[src/rtl/ftx_pkg.sv]
// Shared definitions for the configurable serial transmitter.
// Assumes the character-size and parity encodings listed in the brief.
package ftx_pkg;

    // Widest character the format codes can select.
    localparam int DATA_W = 9;

    typedef enum logic [1:0] {
        PAR_NONE = 2'b00,
        PAR_RSVD = 2'b01,
        PAR_EVEN = 2'b10,
        PAR_ODD  = 2'b11
    } par_mode_e;

    // Map a character-size code to a data width; reserved codes give 8.
    function automatic int unsigned char_width(input logic [2:0] code);
        case (code)
            3'b000:  return 5;
            3'b001:  return 6;
            3'b010:  return 7;
            3'b011:  return 8;
            3'b111:  return 9;
            default: return 8;
        endcase
    endfunction

endpackage

[src/rtl/ftx_hold_buf.sv]
// Single-entry holding buffer in front of the shifter.
// Takes a write only while empty; empties when the shifter takes the entry.
// Assumes take is raised only while the buffer is full.
module ftx_hold_buf #(
    parameter int DW = 9
) (
    input  logic          clk,
    input  logic          rst_n,
    input  logic          wr_en,
    input  logic [DW-1:0] wr_data,
    input  logic          take,
    output logic          wr_ok,
    output logic          full,
    output logic [DW-1:0] data_q
);

    logic full_q;

    // A write is accepted only into an empty buffer.
    assign wr_ok = wr_en && !full_q;
    assign full  = full_q;

    // Capture accepted writes and release the entry when the shifter takes it.
    always_ff @(posedge clk) begin
        if (!rst_n) begin
            full_q <= 1'b0;
            data_q <= '0;
        end else if (take) begin
            full_q <= 1'b0;
        end else if (wr_ok) begin
            full_q <= 1'b1;
            data_q <= wr_data;
        end
    end

endmodule

[src/rtl/ftx_frame_build.sv]
// Combinational frame assembler.
// Lays out start bit, masked data (LSB first), optional parity and stop
// bits into a vector sent from bit 0 upward, and reports its bit count.
// Positions above the frame are filled with 1 so the shifter idles high.
module ftx_frame_build
    import ftx_pkg::*;
#(
    parameter int DW      = 9,
    parameter int FRAME_W = DW + 4,
    parameter int CNT_W   = $clog2(FRAME_W + 1)
) (
    input  logic [DW-1:0]      data,
    input  logic [2:0]         size_code,
    input  logic [1:0]         par_code,
    input  logic               two_stop,
    output logic [FRAME_W-1:0] frame,
    output logic [CNT_W-1:0]   nbits
);

    par_mode_e   pmode;
    logic        par_on;
    logic        par_bit;
    int unsigned width;

    // Decode the run-time format fields.
    always_comb begin
        pmode  = par_mode_e'(par_code);
        par_on = (pmode == PAR_EVEN) || (pmode == PAR_ODD);
        width  = char_width(size_code);
    end

    // Assemble the frame vector and its length.
    always_comb begin
        frame    = '1;
        frame[0] = 1'b0;
        par_bit  = (pmode == PAR_ODD);
        for (int i = 0; i < DW; i++) begin
            if (i < int'(width)) begin
                frame[i+1] = data[i];
                par_bit    = par_bit ^ data[i];
            end
        end
        if (par_on) begin
            for (int k = 1; k < FRAME_W; k++) begin
                if (k == int'(width) + 1) frame[k] = par_bit;
            end
        end
        nbits = CNT_W'(1 + int'(width) + (par_on ? 1 : 0) + (two_stop ? 2 : 1));
    end

endmodule

[src/rtl/ftx_shifter.sv]
// Bit-timing and shift stage.
// Loads a frame when the holding buffer is full, the transmitter is enabled
// and the line is free (or the last bit is ending), then shifts one bit
// every TICKS ticks. Also keeps the transmit-complete flag.
// Assumes tick is a one-cycle pulse and nbits_in is at least 1.
module ftx_shifter #(
    parameter int FRAME_W = 13,
    parameter int CNT_W   = 4,
    parameter int TICKS   = 16
) (
    input  logic               clk,
    input  logic               rst_n,
    input  logic               tick,
    input  logic               tx_en,
    input  logic               buf_full,
    input  logic               wr_ok,
    input  logic [FRAME_W-1:0] frame_in,
    input  logic [CNT_W-1:0]   nbits_in,
    output logic               load_go,
    output logic               active,
    output logic               line,
    output logic               done
);

    localparam int TCW = (TICKS > 2) ? $clog2(TICKS) : 1;
    localparam logic [TCW-1:0] T_LAST = TCW'(TICKS - 1);

    logic [FRAME_W-1:0] sh_q;
    logic [CNT_W-1:0]   left_q;
    logic [TCW-1:0]     tcnt_q;
    logic               active_q;
    logic               done_q;
    logic               bit_end;
    logic               frame_end;

    // Detect bit and frame boundaries, and decide on a load.
    always_comb begin
        bit_end   = active_q && tick && (tcnt_q == T_LAST);
        frame_end = bit_end && (left_q == CNT_W'(1));
        load_go   = buf_full && tx_en && (!active_q || frame_end);
    end

    // Shift register, bit counter and tick counter.
    always_ff @(posedge clk) begin
        if (!rst_n) begin
            sh_q     <= '1;
            left_q   <= '0;
            tcnt_q   <= '0;
            active_q <= 1'b0;
        end else if (load_go) begin
            sh_q     <= frame_in;
            left_q   <= nbits_in;
            tcnt_q   <= '0;
            active_q <= 1'b1;
        end else if (frame_end) begin
            sh_q     <= '1;
            left_q   <= '0;
            tcnt_q   <= '0;
            active_q <= 1'b0;
        end else if (bit_end) begin
            sh_q     <= {1'b1, sh_q[FRAME_W-1:1]};
            left_q   <= left_q - CNT_W'(1);
            tcnt_q   <= '0;
        end else if (active_q && tick) begin
            tcnt_q   <= tcnt_q + TCW'(1);
        end
    end

    // Transmit-complete: set at a frame end with nothing queued, cleared by a write.
    always_ff @(posedge clk) begin
        if (!rst_n)                     done_q <= 1'b0;
        else if (wr_ok)                 done_q <= 1'b0;
        else if (frame_end && !buf_full) done_q <= 1'b1;
    end

    assign active = active_q;
    assign line   = sh_q[0];
    assign done   = done_q;

endmodule

[src/rtl/frame_tx.sv]
// Configurable asynchronous serial transmitter, top level.
// Holding buffer -> frame assembler -> shift stage. Format inputs are read
// by the assembler at the cycle a frame is loaded.
// Assumes baud_tick is a one-cycle pulse from an external rate divider.
module frame_tx
    import ftx_pkg::*;
#(
    parameter int TICKS_PER_BIT = 16
) (
    input  logic              clk,
    input  logic              rst_n,
    input  logic              baud_tick,
    input  logic              tx_en,
    input  logic              wr_en,
    input  logic [DATA_W-1:0] wr_data,
    input  logic [2:0]        size_code,
    input  logic [1:0]        par_code,
    input  logic              two_stop,
    output logic              buf_empty,
    output logic              tx_done,
    output logic              tx_line
);

    localparam int FRAME_W = DATA_W + 4;
    localparam int CNT_W   = $clog2(FRAME_W + 1);

    logic               wr_ok;
    logic               hold_full;
    logic [DATA_W-1:0]  hold_data;
    logic               load_go;
    logic               sh_active;
    logic [FRAME_W-1:0] frame_vec;
    logic [CNT_W-1:0]   frame_len;

    ftx_hold_buf #(.DW(DATA_W)) u_hold (
        .clk     (clk),
        .rst_n   (rst_n),
        .wr_en   (wr_en),
        .wr_data (wr_data),
        .take    (load_go),
        .wr_ok   (wr_ok),
        .full    (hold_full),
        .data_q  (hold_data)
    );

    ftx_frame_build #(.DW(DATA_W), .FRAME_W(FRAME_W), .CNT_W(CNT_W)) u_build (
        .data      (hold_data),
        .size_code (size_code),
        .par_code  (par_code),
        .two_stop  (two_stop),
        .frame     (frame_vec),
        .nbits     (frame_len)
    );

    ftx_shifter #(.FRAME_W(FRAME_W), .CNT_W(CNT_W), .TICKS(TICKS_PER_BIT)) u_shift (
        .clk      (clk),
        .rst_n    (rst_n),
        .tick     (baud_tick),
        .tx_en    (tx_en),
        .buf_full (hold_full),
        .wr_ok    (wr_ok),
        .frame_in (frame_vec),
        .nbits_in (frame_len),
        .load_go  (load_go),
        .active   (sh_active),
        .line     (tx_line),
        .done     (tx_done)
    );

    assign buf_empty = !hold_full;

endmodule

[config.mk]
export PLATFORM = sky130hd
export DESIGN_NAME = frame_tx
export DESIGN_NICKNAME = d
export VERILOG_FILES = /design/src/rtl/ftx_pkg.sv /design/src/rtl/ftx_hold_buf.sv /design/src/rtl/ftx_frame_build.sv /design/src/rtl/ftx_shifter.sv /design/src/rtl/frame_tx.sv
export SDC_FILE = /design/constraint.sdc
export NUM_CORES = 1
export LEC_CHECK = 0
export BUFFER_PORTS_ARGS = -buffer_cell sky130_fd_sc_hd__clkbuf_2
export CAP_MARGIN = 20
export CORE_MARGIN = 2
export CORE_UTILIZATION = 63
export CTS_CLUSTER_DIAMETER = 60
export CTS_CLUSTER_SIZE = 20
export DETAILED_ROUTE_END_ITERATION = 10
export MAX_ROUTING_LAYER = met4
export PLACE_DENSITY = 0.82
export SLEW_MARGIN = 20
export SYNTH_ARGS = -nofsm -noshare
export SYNTH_HDL_FRONTEND = slang
export SYNTH_SLANG_ARGS = --single-unit
[constraint.sdc]
create_clock -name clk -period 5.03 [get_ports clk]
set_input_delay 0.503 -clock clk [delete_from_list [all_inputs] [get_ports clk]]
set_output_delay 0.503 -clock clk [all_outputs]
set_load 0.1 [all_outputs]
* Yosys cells after proc, flatten, opt, wreduce, memory -nomap -nowiden
Cells that the tools add are included.
Widths: inputs -> output; s select.
** Word-level totals
- Register bits after elaboration :: 33
- Latch bits :: 0
- Memory bits (writable) :: 0
- ROM bits :: 0
- Bits of input ports :: 20
- Output and inout bits :: 3
- Logic and storage cells :: 111
- Memories kept :: 0
** Operators by class
- Add/subtract/negate cells :: 5
- Multipliers :: 0
- Divide/modulo/power cells :: 0
- Order comparisons :: 9
- Eq/ne operators :: 19
- Shift operators :: 0
- Mux-type cells :: 42
- Bitwise operators :: 11
- Reduce and logical (&&, ||, !) cells :: 18
** Operator list (number)
- $mux 13 :: 3
- $mux 1 :: 33
- $eq 4x5->1 const A :: 5
- $eq 3x5->1 const A :: 4
- $lt 3x4->1 const A :: 4
- $pmux 4 s4 :: 1
- $mux 12 :: 1
- $mux 4 :: 3
- $eq 2x5->1 const A :: 2
- $xor 1x1->1 :: 9
- $add 4x4->4 :: 2
- $lt 1x4->1 const A :: 2
- $lt 2x4->1 const A :: 2
- $logic_and 1x1->1 :: 7
- $add 4x1->5 const B :: 1
- $eq 1x5->1 const A :: 1
- $add 4x1->4 const B :: 1
- $eq 2x2->1 const B :: 2
- $eq 4x1->1 const B :: 1
- $eq 4x4->1 const B :: 1
- $lt 4x4->1 const A :: 1
- $reduce_or 2->1 :: 2
- $reduce_or 4->1 :: 1
- $sub 4x1->4 const B :: 1
- 11 further kinds :: 14

* Depth between registers and ports, before layout
Gate-level depths: netlist of the first run.
- Depth in word-level cells :: 23
- Gate-level depth with buffers :: 11
- Depth with buffers taken out :: 10

* Hierarchy
From an unflattened synthesis of the first run, not the netlist that was laid out.
** Second synthesis, totals
- Cells, all modules :: 293
- Area, all modules :: 2366.0 sq um
** Modules (own cells, without submodules)
- ftx_shifter :: instances 1, cells an instance 156, area an instance 1325.0 sq um, sequential area each 460.4 sq um
- ftx_frame_build :: instances 1, cells an instance 92, area an instance 620.6 sq um, sequential area each 0.0 sq um
- ftx_hold_buf :: instances 1, cells an instance 44, area an instance 416.6 sq um, sequential area each 200.2 sq um
- frame_tx :: instances 1, cells an instance 1, area an instance 3.8 sq um, sequential area each 0.0 sq um

* Worst setup path after synthesis of the first run
Ideal clock, no wire load.
- Kind :: input to register
- Start point :: input port size_code[1]
- End point :: register u_shift.sh_q[11]
- Setup time :: 122 ps
- Data arrival time :: 2866 ps
- Required time :: 4908 ps
- Path slack :: 2042 ps
- Stages :: 11
- Path buffers :: 2
- Cell sequence :: buf_6 > nand3_1 > o21a_1 > inv_1 > ha_1 > clkbuf_2 > o21ai_4 > xnor3_1 > or4_4 > a21o_1 > a221o_1
** On the way
- Cells in the longest elaborated chain, start to end :: 23
- Elaborated cells between the ends (all ways) :: 36
- Those cells by class :: add/sub (1); order compare (9); eq/ne (4); mux (13); bitwise (8); reduce/logical (1)
** Ends and longest elaborated chain
- start, declared :: RTL line frame_tx.sv:16 : input logic [2:0] size_code,
- $eq 3x3->1, or another cell as far along :: RTL line ftx_pkg.sv:17 : case (code)
- $pmux 4 s4 (*) :: RTL line ftx_pkg.sv:17
- $lt 1x4->1 :: RTL line ftx_frame_build.sv:38 : if (i < int'(width)) begin
- $mux 1 :: RTL line ftx_frame_build.sv:38
- $xor 1x1->1 :: RTL line ftx_frame_build.sv:40 : par_bit = par_bit ^ data[i];
- $mux 1 :: RTL line ftx_frame_build.sv:38
- $xor 1x1->1 :: RTL line ftx_frame_build.sv:40
- $mux 1 :: RTL line ftx_frame_build.sv:38
- (+7 left out)
- $mux 1 :: RTL line ftx_frame_build.sv:38
- $xor 1x1->1 :: RTL line ftx_frame_build.sv:40
- $mux 1 :: RTL line ftx_frame_build.sv:38
- $xor 1x1->1 :: RTL line ftx_frame_build.sv:40
- $mux 1 :: RTL line ftx_frame_build.sv:38
- $mux 1 (*) :: RTL line ftx_frame_build.sv:45 : if (k == int'(width) + 1) frame[k] = par_bit;
- $mux 12 (*) :: RTL line ftx_frame_build.sv:43 : if (par_on) begin
- $mux 13 (*) :: RTL line ftx_shifter.sv:50 : end else if (load_go) begin
- end signal, assigned :: RTL line ftx_shifter.sv:51 : sh_q <= frame_in;
- end signal, assigned :: RTL line ftx_shifter.sv:61 : sh_q <= {1'b1, sh_q[FRAME_W-1:1]};
- end, declared :: RTL line ftx_shifter.sv:28 : logic [FRAME_W-1:0] sh_q;
Mark *: on every way between the ends. The rest lies on a longest branch, timed or not.
A chain may end at the register's enable or synchronous reset.

* Worst setup path in the final report of the first run
- Start point :: input port size_code[0]
- End point :: register u_shift.sh_q[11]
The elaborated chain is that of the path after synthesis.

==> qor.txt, run 1 <==
skew final: 9.348 ps
simple-gate share of the synthesized area: 24.21%
vias per cell: 5.834
Clock Sinks: 33
total congestion overflow: 0
vias in the first global route: 1709
cells resized by post-CTS repair: 0
post-synthesis xor/xnor area fraction: 6.174%
yosys warns: 0
Lkg Pwr: 0.8973 nW
CTS Buffer Depth: 2
Peak VDD IR: 0.2193 mV
worst skew pair latency: 330 ps
Yosys top cell by area: dfxtp_1
Pwr Density: 260.3 nW/um2
cts bufs inserted: 5
Least-Margin Pin Slew: 709.7 ps
design area: 2228 um2
Hold Worst Slack: 381.1 ps
Final Max Tran Viols: 0
TritonCTS clock tree: built
RePlAce Congestion: 0.8956
WHS Endpoint: u_hold.data_q[8]$_SDFFE_PN0P_
worst rel slew slack: 52.51%
final worst slack: 2147 ps
largest net degree at the start of global routing: 22
Die X: 61.28 um
Post-synth ARST share: 0%
Net count, final: 313
dominant synthesized flop cell: dfxtp_1
WS Path Type: input pin to flip-flop
syn nets: 297
commonest cells in the netlist: nand2_1 (36), dfxtp_1 (33), nor2_1 (28)
Data arrival, critical path: 3110 ps
hpwl dp: 3514 um
Worst EP required: 5260 ps
Area Growth Syn to Fin: 7.809%
Initial Utilization: 67.15%
main combinational cell family by area after synthesis: simple AND/OR/NAND/NOR gates
min cycle time layout: 2883 ps
# IOs: 23
die height: 61.28 um
reg-to-reg startpoint: u_shift.left_q[0]$_SDFFE_PN0P_
switching share of power: 32.15%
Fin Setup TNS: 0 ps
Max Clk Rate: 346.8 MHz
clk slew on worst S/H paths: 110 ps
Synth Cell Area: 2067 um2
Reg2Reg Depth: 7
Max Cap Viol: 0
initial antenna violation count: 0
htree depth: 2
first-pass GRT wire length: 7928 um
GRT Overall Usage: 29.77%
area share of the largest cell type after synthesis: 31.96%
drt first-iter violations: 175
Pint: 0.3936 mW
Flop pwr share: 49.7%
die footprint: 3755 um2
share of cells above drive strength 1: 12.81%
portion of total power attributed to combinational logic: 23.4%
Worst Hold Path Cells: 3
Post-DP Area: 2170 um2
Setup violations, final: 0
worst min-delay path class: input pin to flip-flop
Routed WL: 4731 um
flop2flop setup slack: 2370 ps
FF/Latch Area: 660.6 um2
clock network power share: 26.9%
CTS Root Cell: clkbuf_4
diodes inserted: 0
Avg WL per Cell: 14.56 um
pre-CTS setup slack: 1812 ps
crit path capture type: flip-flop
Setup Buffers After CTS: 0
port buffer count: 22
CP max FO: 9
via count: 1896
post-synthesis cell type count: 54
Hold Fails Final Rpt: 0
Post-Syn Instances: 265
syn_area_per_cell: 7.800 um2
synth top area cells: dfxtp_1 (32%), nand2_1 (6.5%), a21oi_1 (6.1%)
hold_buf cts: 0
Reg-to-Reg End: u_shift.sh_q[11]$_SDFFE_PN1P_
status: finished, final reports clean
Pre-Repair DR Iteration Count: 5
Startpoint Class: input pin
Period Utilization, post-route: 57.32%
layout filler cell count: 255
antenna viol nets, final: 0
Yosys reg bits: 33
Seq/Total Area, Yosys: 31.96%
mux contribution to synthesized area: 0.4843%
area of the multi-input gates: 1295 um2
Psw: 0.1865 mW
count leader, synth: nand2_1
min-delay src: wr_data[8]
Std-Cell Core Area: 3078 um2
Compound-Gate Fraction of Synth Area: 23.79%
post-synthesis adder-cell area fraction: 7.990%
EDFF count, synth: 0
unrepaired setup endpoints after global routing: no
DRC: 0
Rows: 20
## stage by stage
stage          std cells  power, mW  utilization (%)
2_1_floorplan        265     0.3948                -
3_3_place_gp         318     0.4256            70.49
3_5_place_dp         318     0.4278            70.49
4_1_cts              325     0.5795            72.40
5_1_grt              325     0.6122            72.40
6_report             325     0.5801            72.40
## layout by cell type (no fill, tap or decap), types with 3 or more instances in the layout
cell type,n
nor3_1,15
a21oi_1,25
and2_1,3
xnor2_1,8
nor2b_1,4
o21ai_0,13
ha_1,10
nand3_1,7
nand2_1,36
xor2_1,4
dfxtp_1,33
clkbuf_4,5
o31ai_1,7
nor2_1,28
clkbuf_2,22
inv_1,11
## registers in the layout, indices dropped and copies added (netlist names)
register,flops
u_shift.sh_q,13
u_shift.active,1
u_hold.data_q,9
u_shift.left_q,4
u_hold.full,1
u_shift.done,1
u_shift.tcnt_q,4
## worst max-delay path: stages
cell	delay, ps
clkbuf_2	180
xor2_1	140
nor2b_1	290
ha_1	440
o21ai_4	100
xnor3_1	400
or4_4	580
a21o_1	170
a221o_1	300
## power groups by stage
stage / sequential [mW] / clock (mW) / combinational (mW)
3_3_place_gp: 0.294 / 0 / 0.132
2_1_floorplan: 0.295 / 0 / 0.100
5_1_grt: 0.291 / 0.170 / 0.151
6_report: 0.288 / 0.156 / 0.136
3_5_place_dp: 0.294 / 0 / 0.134
4_1_cts: 0.288 / 0.157 / 0.135
## kinds of logic after synthesis
logic type | count (synthesis)
AND/OR/NAND/NOR | 108
AO/OA/AOI/OAI | 73
flip-flops | 33
buffers and inverters | 25
XOR/XNOR | 13
adder cells (fa/ha/maj) | 12
multiplexers | 1
## cell type report
type,count,share of cell area (%)
clock buffer,6,2.302
clock inverter,1,0.3369
inverter,11,1.853
multi-input combinational,207,58.11
sequential,33,29.65
tap,44,2.471
timing repair buffer,23,5.278
## how the worst max path moves through the flow
stage / start / end / slack (ps)
after global placement: size_code[0] / u_shift.sh_q[11]$_SDFFE_PN1P_ / 1860
final: size_code[0] / u_shift.sh_q[11]$_SDFFE_PN1P_ / 2150
after detailed placement: size_code[0] / u_shift.sh_q[11]$_SDFFE_PN1P_ / 1810
after CTS: size_code[0] / u_shift.sh_q[11]$_SDFFE_PN1P_ / 2150
after global routing: size_code[0] / u_shift.sh_q[11]$_SDFFE_PN1P_ / 1950
after floorplan: size_code[1] / u_shift.sh_q[11]$_SDFFE_PN1P_ / 2040
## layer usage
layer / global-route usage (%) / part of all wire [%] / vias to the layer above / wire [um]
met2: 43.47 / 47 / 86 / 2212
li1: - / - / 967 / -
met3: 7.773 / 8.2 / 6 / 389
met1: 40.08 / 44 / 837 / 2078
met5: - / 0 / - / 0
met4: 9.938 / 1.1 / 0 / 51
Power figures use the tool's default switching activity.
==> run 2: changes to the inputs <==
Settings changed: CORE_UTILIZATION 63 to 52, PLACE_DENSITY 0.82 to 0.72.
Clock period 5.03 ns to 2.6 ns, I/O delays scaled along.
==> run 2 against run 1 <==
- total power is 120% higher
- critical path depth is 2 lower
- flip-flop and latch count stayed put
- combinational power is 110% higher
- sequential power is 94% higher
- die area is 20% higher
- first-iteration DRC count is 28% lower
- final area is 9.2% higher
- utilization is 7.4 points lower
- largest cell class unchanged
- largest power group unchanged
==> qor.txt, run 2 (synthesized netlist as in run 1, its figures left out) <==
WS Path Type: flip-flop to flip-flop
Rows: 22 (+10%)
Pwr Density: 517.7 nW/um2 (+99%)
layout filler cell count: 340 (+33%)
die height: 67.05 um (+9.4%)
Final Max Tran Viols: 0 (unchanged)
CTS Root Cell: clkbuf_8
total congestion overflow: 0 (unchanged)
Period Utilization, post-route: 94.44%
port buffer count: 22 (unchanged)
share of cells above drive strength 1: 19.93% (+7.1 points)
min cycle time layout: 2455 ps
Area Growth Syn to Fin: 17.74%
Net count, final: 332 (+6.1%)
Std-Cell Core Area: 3744 um2 (+22%)
skew final: 7.252 ps (-2.096 ps)
Pre-Repair DR Iteration Count: 4 (-1)
first-pass GRT wire length: 8445 um (+6.5%)
htree depth: 2 (unchanged)
# IOs: 23 (unchanged)
Peak VDD IR: 0.3968 mV (+81%)
Final Power: 1.260 mW (+120%)
commonest non-fill, non-tap cell in the layout: nand2_1
vias per cell: 5.716 (-2.0%)
RePlAce Congestion: 0.9264 (+3.4%)
diodes inserted: 0 (unchanged)
antenna viol nets, final: 0 (unchanged)
Max Clk Rate: 407.3 MHz
Die X: 67.05 um (+9.4%)
cells resized by post-CTS repair: 0 (unchanged)
highest-count cells in the layout ignoring fill and taps: nand2_1 (36), dfxtp_1 (33), nor2_1 (28)
Least-Margin Pin Slew: 690.6 ps (-19.11 ps)
status: finished, final reports clean
largest net degree at the start of global routing: 22 (unchanged)
Pint: 0.8741 mW (+120%)
hold_buf cts: 0 (unchanged)
cts bufs inserted: 5 (unchanged)
GRT Overall Usage: 25.80% (-4.0 points)
Initial Utilization: 55.21% (-12 points)
vias in the first global route: 1811 (+6.0%)
number of flip-flops under the largest register name: 13 (unchanged)
crit path capture type: flip-flop
die footprint: 4495 um2 (+20%)
initial antenna violation count: 0 (unchanged)
Worst EP required: 2770 ps (-2490 ps)
Regs by FF count: u_shift.sh_q (13), u_hold.data_q (9)
Flop pwr share: 44.4% (-5.3 points)
Psw: 0.3857 mW (+110%)
clk slew on worst S/H paths: 70 ps (-40 ps)
hpwl dp: 3816 um (+8.6%)
critical-path cell list: ha_1, or3b_1, o21ai_1, nand3_1, or4_4, a21o_1, a221o_1
Lkg Pwr: 1.020 nW (+14%)
worst skew pair latency: 290 ps (-40 ps)
slowest CP cell: or4_4
Startpoint Class: flip-flop
Routed WL: 5003 um (+5.7%)
CTS Buffer Depth: 2 (unchanged)
unrepaired setup endpoints after global routing: no
Max Cap Viol: 0 (unchanged)
via count: 1995 (+5.2%)
portion of total power attributed to combinational logic: 23.0% (-0.4 points)
Clock Sinks: 33 (unchanged)
CP max FO: 5 (-4)
clock network power share: 32.6% (+5.7 points)
drt first-iter violations: 126 (-28%)
switching share of power: 30.61% (-1.5 points)
Slowest Stage Delay on Critical Path: 570 ps (about the same)
Setup Buffers After CTS: 0 (unchanged)
TritonCTS clock tree: built
worst rel slew slack: 53.91% (+1.4 points)
DRC: 0 (unchanged)
Fin Setup TNS: 0 ps (unchanged)
Hold Fails Final Rpt: 0 (unchanged)
Avg WL per Cell: 14.34 um (-1.5%)
Data arrival, critical path: 2630 ps (-480 ps)
worst min-delay path class: input pin to flip-flop
Most flops, register: u_shift.sh_q
Setup violations, final: 0 (unchanged)
[run 2: worst paths after layout]
check                                                     from                             to  depth (start not counted)  slack (ps)
worst max-delay path            u_shift.left_q[0]$_SDFFE_PN0P_  u_shift.sh_q[11]$_SDFFE_PN1P_                          7         140
worst min-delay path                                wr_data[2]  u_hold.data_q[2]$_SDFFE_PN0P_                          3         180
worst max register to register  u_shift.left_q[0]$_SDFFE_PN0P_  u_shift.sh_q[11]$_SDFFE_PN1P_                          7         140
worst min register to register   u_shift.sh_q[12]$_SDFFE_PN1P_  u_shift.sh_q[12]$_SDFFE_PN1P_                          1         460
[run 2: area by class of cell]
class                           count  area, um2  share of cell area (%)
Tap cell                           48      60.06                   2.468
Sequential cell                    33      660.6                   27.15
Multi-Input combinational cell    207       1315                   54.04
Inverter                           11      41.29                   1.697
Clock inverter                      2      13.76                  0.5656
Clock buffer                        6      82.58                   3.393
Timing Repair Buffer               42      260.3                   10.69
[run 2: power groups by stage]
| stage | logic (mW) | registers [mW] | clock network (mW) |
|---|---|---|---|
| 2_1_floorplan | 0.200 | 0.570 | 0 |
| 3_3_place_gp | 0.285 | 0.569 | 0 |
| 3_5_place_dp | 0.287 | 0.570 | 0 |
| 4_1_cts | 0.290 | 0.559 | 0.418 |
| 5_1_grt | 0.325 | 0.562 | 0.434 |
| 6_report | 0.290 | 0.559 | 0.410 |
[run 2: per-stage QoR]
stage          hold WS (ps)  util [%]  setup slack, ps  cell area, um2  instances
2_1_floorplan         375.8         -            3.141            2085        265
3_3_place_gp          435.4     62.43            88.60            2337        341
3_5_place_dp          442.8     62.43            41.19            2337        341
4_1_cts               175.8     65.01            75.03            2434        349
5_1_grt               182.0     65.01            32.99            2434        349
6_report              184.0     65.01            144.6            2434        349
[run 2: critical path, delay by kind of cell, from the launching register on]
family | cells | cell delay (ps)
fa+ha+maj | 1 | 170
simple gates | 3 | 1060
compound gates | 3 | 720
flops | 1 | 400
[run 2: per-layer routing]
| metal | up-vias | wire length (um) | track usage, % | share of wire (%) |
|---|---|---|---|---|
| met5 | - | 0 | - | 0 |
| met4 | 0 | 44 | 9.184 | 0.88 |
| met3 | 4 | 261 | 5.068 | 5.2 |
| met2 | 60 | 2366 | 40.97 | 47 |
| met1 | 924 | 2331 | 32.60 | 47 |
| li1 | 1007 | - | - | - |
==> run 3: changes to the inputs <==
Settings changed: CORE_UTILIZATION 52 to 58, PLACE_DENSITY 0.72 to 0.76, REMOVE_ABC_BUFFERS from default to 1.
Clock period 2.6 ns to 2.45 ns, I/O delays scaled along.
==> run 3 against run 2 <==
- clock-buffer cell count stayed put
- global-route usage is 1.3 points higher
- critical path depth is 2 higher
- clock power is 20% lower
- fmax is 3.4% higher
- cell count is 0.57% higher
- wire length is 1.5% higher
- total power is 0.94% lower
- via count is 3.6% higher
- critical path type unchanged
- highest routed layer unchanged
- final area is 0.15% lower
- setup slack worse by 69 ps
- hold slack worse by 78 ps
==> qor.txt, run 3 (synthesized netlist as in run 1, its figures left out) <==
drt first-iter violations: 145 (+15%)
hold_buf cts: 0 (unchanged)
via count: 2066 (+3.6%)
Net count, final: 337 (+1.5%)
Area Growth Syn to Fin: 17.55%
met1 usage: 36.63% (+4.0 points)
area of the multi-input gates: 1313 um2 (-0.19%)
Data arrival, critical path: 2620 ps (about the same)
GRT Overall Usage: 27.11% (+1.3 points)
CP max FO: 5 (unchanged)
grt met3 use: 5.893% (+0.83 points)
Final Power: 1.248 mW (-0.94%)
GRT busiest layer: met2
layout filler cell count: 293 (-14%)
initial antenna violation count: 0 (unchanged)
Setup violations, final: 0 (unchanged)
Fin Setup TNS: 0 ps (unchanged)
antenna viol nets, final: 0 (unchanged)
RePlAce Congestion: 0.9747 (+5.2%)
flop2flop setup slack: 80 ps (-70 ps)
fin util: 71.69% (+6.7 points)
Avg WL per Cell: 14.47 um (+0.96%)
share of cells above drive strength 1: 21.64% (+1.7 points)
FF/Latch Area: 661.9 um2 (+0.19%)
die footprint: 4057 um2 (-9.7%)
Lkg Pwr: 1.020 nW (about the same)
Flop pwr share: 47.5% (+3.1 points)
Reg-to-Reg End: u_shift.sh_q[11]$_SDFFE_PN1P_
worst min-delay path class: input pin to flip-flop
Clock Sinks: 33 (unchanged)
Worst Hold Path Cells: 3 (unchanged)
Setup Buffers After CTS: 0 (unchanged)
WHS Endpoint: u_hold.data_q[0]$_SDFFE_PN0P_
crit path capture type: flip-flop
Initial Utilization: 60.98% (+5.8 points)
Routed WL: 5080 um (+1.5%)
WS Path Type: flip-flop to flip-flop
Die X: 63.70 um (-5.0%)
skew final: 4.067 ps (-3.185 ps)
DRC: 0 (unchanged)
min-delay src: wr_data[0]
Max Clk Rate: 421.2 MHz (+3.4%)
Hold Fails Final Rpt: 0 (unchanged)
Pint: 0.8440 mW (-3.4%)
total congestion overflow: 0 (unchanged)
port buffer count: 22 (unchanged)
htree depth: 2 (unchanged)
cells resized by post-CTS repair: 0 (unchanged)
clk slew on worst S/H paths: 100 ps (+30 ps)
CTS Root Cell: clkbuf_4
Max Cap Viol: 0 (unchanged)
CTS Buffer Depth: 2 (unchanged)
reg-to-reg startpoint: u_shift.left_q[1]$_SDFFE_PN0P_
final worst slack: 76.04 ps (-68.59 ps)
vias in the first global route: 1904 (+5.1%)
worst skew pair latency: 350 ps (+60 ps)
Final Max Tran Viols: 0 (unchanged)
Pre-Repair DR Iteration Count: 7 (+3)
commonest non-fill, non-tap cell in the layout: nand2_1
switching share of power: 32.36% (+1.8 points)
die height: 63.70 um (-5.0%)
Pwr Density: 513.6 nW/um2 (-0.79%)
diodes inserted: 0 (unchanged)
first-pass GRT wire length: 8390 um (-0.65%)
# IOs: 23 (unchanged)
cts bufs inserted: 5 (unchanged)
status: finished, final reports clean
met2 usage: 39.08% (-1.9 points)
Startpoint Class: flip-flop
hpwl dp: 3711 um (-2.8%)
Peak VDD IR: 0.4036 mV (+1.7%)
worst rel slew slack: 58.14% (+4.2 points)
Worst EP required: 2690 ps (-80 ps)
Period Utilization, post-route: 96.90% (+2.5 points)
Hold Worst Slack: 105.8 ps (-78.18 ps)
number of flip-flops under the largest register name: 13 (unchanged)
Most flops, register: u_shift.sh_q
clock network power share: 26.4% (-6.2 points)
Std-Cell Core Area: 3390 um2 (-9.5%)
TritonCTS clock tree: built
min cycle time layout: 2374 ps (-81.41 ps)
vias per cell: 5.886 (+3.0%)
Least-Margin Pin Slew: 626.6 ps (-63.99 ps)
Rows: 21 (-4.5%)
largest net degree at the start of global routing: 19 (-14%)
highest-count cells in the layout ignoring fill and taps: nand2_1 (36), dfxtp_1 (32), nor2_1 (28)
portion of total power attributed to combinational logic: 26.1% (+3.1 points)
pre-CTS setup slack: -211.6 ps (-252.8 ps)
Psw: 0.4039 mW (+4.7%)
Reg2Reg Depth: 9 (+2)
Regs by FF count: u_shift.sh_q (13), u_hold.data_q (9)
[run 3: worst max-delay path by stage]
stage	start	endpoint	slack (ps)
floorplan	size_code[1]	u_shift.sh_q[11]$_SDFFE_PN1P_	-150
global placement	size_code[0]	u_shift.sh_q[11]$_SDFFE_PN1P_	-100
detailed placement	size_code[0]	u_shift.sh_q[11]$_SDFFE_PN1P_	-210
CTS	u_shift.left_q[1]$_SDFFE_PN0P_	u_shift.sh_q[11]$_SDFFE_PN1P_	8
global route	size_code[1]	u_shift.sh_q[5]$_SDFFE_PN1P_	-60
finish	u_shift.left_q[1]$_SDFFE_PN0P_	u_shift.sh_q[11]$_SDFFE_PN1P_	80
[run 3: layout make-up]
type	instances	share of cell area (%)
clock buffers	6	2.111
clock inverters	1	0.3090
inverters	11	1.699
multi-input cells	207	54.02
flip-flops and latches	33	27.24
well taps	46	2.369
repair buffers	47	12.26
[run 3: worst max-delay path, stage by stage (launching register included)]
cell and delay, ps:
dfxtp_2 340, inv_1 80, ha_2 170, or3b_4 390
o21ai_1 140, buf_4 150, nand3_1 80, or4_4 430
a21o_1 170, a221o_1 320
[run 3: layer usage]
metal  wire length [um]  up-vias
met1               2314      949
met5                  0        -
met2               2266       92
met3                408        9
li1                   -     1016
met4                 90        0
[run 3: power groups by stage]
stage / clock [mW] / combinational, mW / sequential (mW)
5_1_grt: 0.350 / 0.361 / 0.597
4_1_cts: 0.336 / 0.318 / 0.592
3_3_place_gp: 0 / 0.312 / 0.603
2_1_floorplan: 0 / 0.191 / 0.605
3_5_place_dp: 0 / 0.315 / 0.604
6_report: 0.329 / 0.326 / 0.592
[run 3: stage by stage]
stage | std cells | instance area, um2
2_1_floorplan | 251 | 1997
3_3_place_gp | 344 | 2357
3_5_place_dp | 344 | 2357
4_1_cts | 351 | 2416
5_1_grt | 351 | 2430
6_report | 351 | 2430
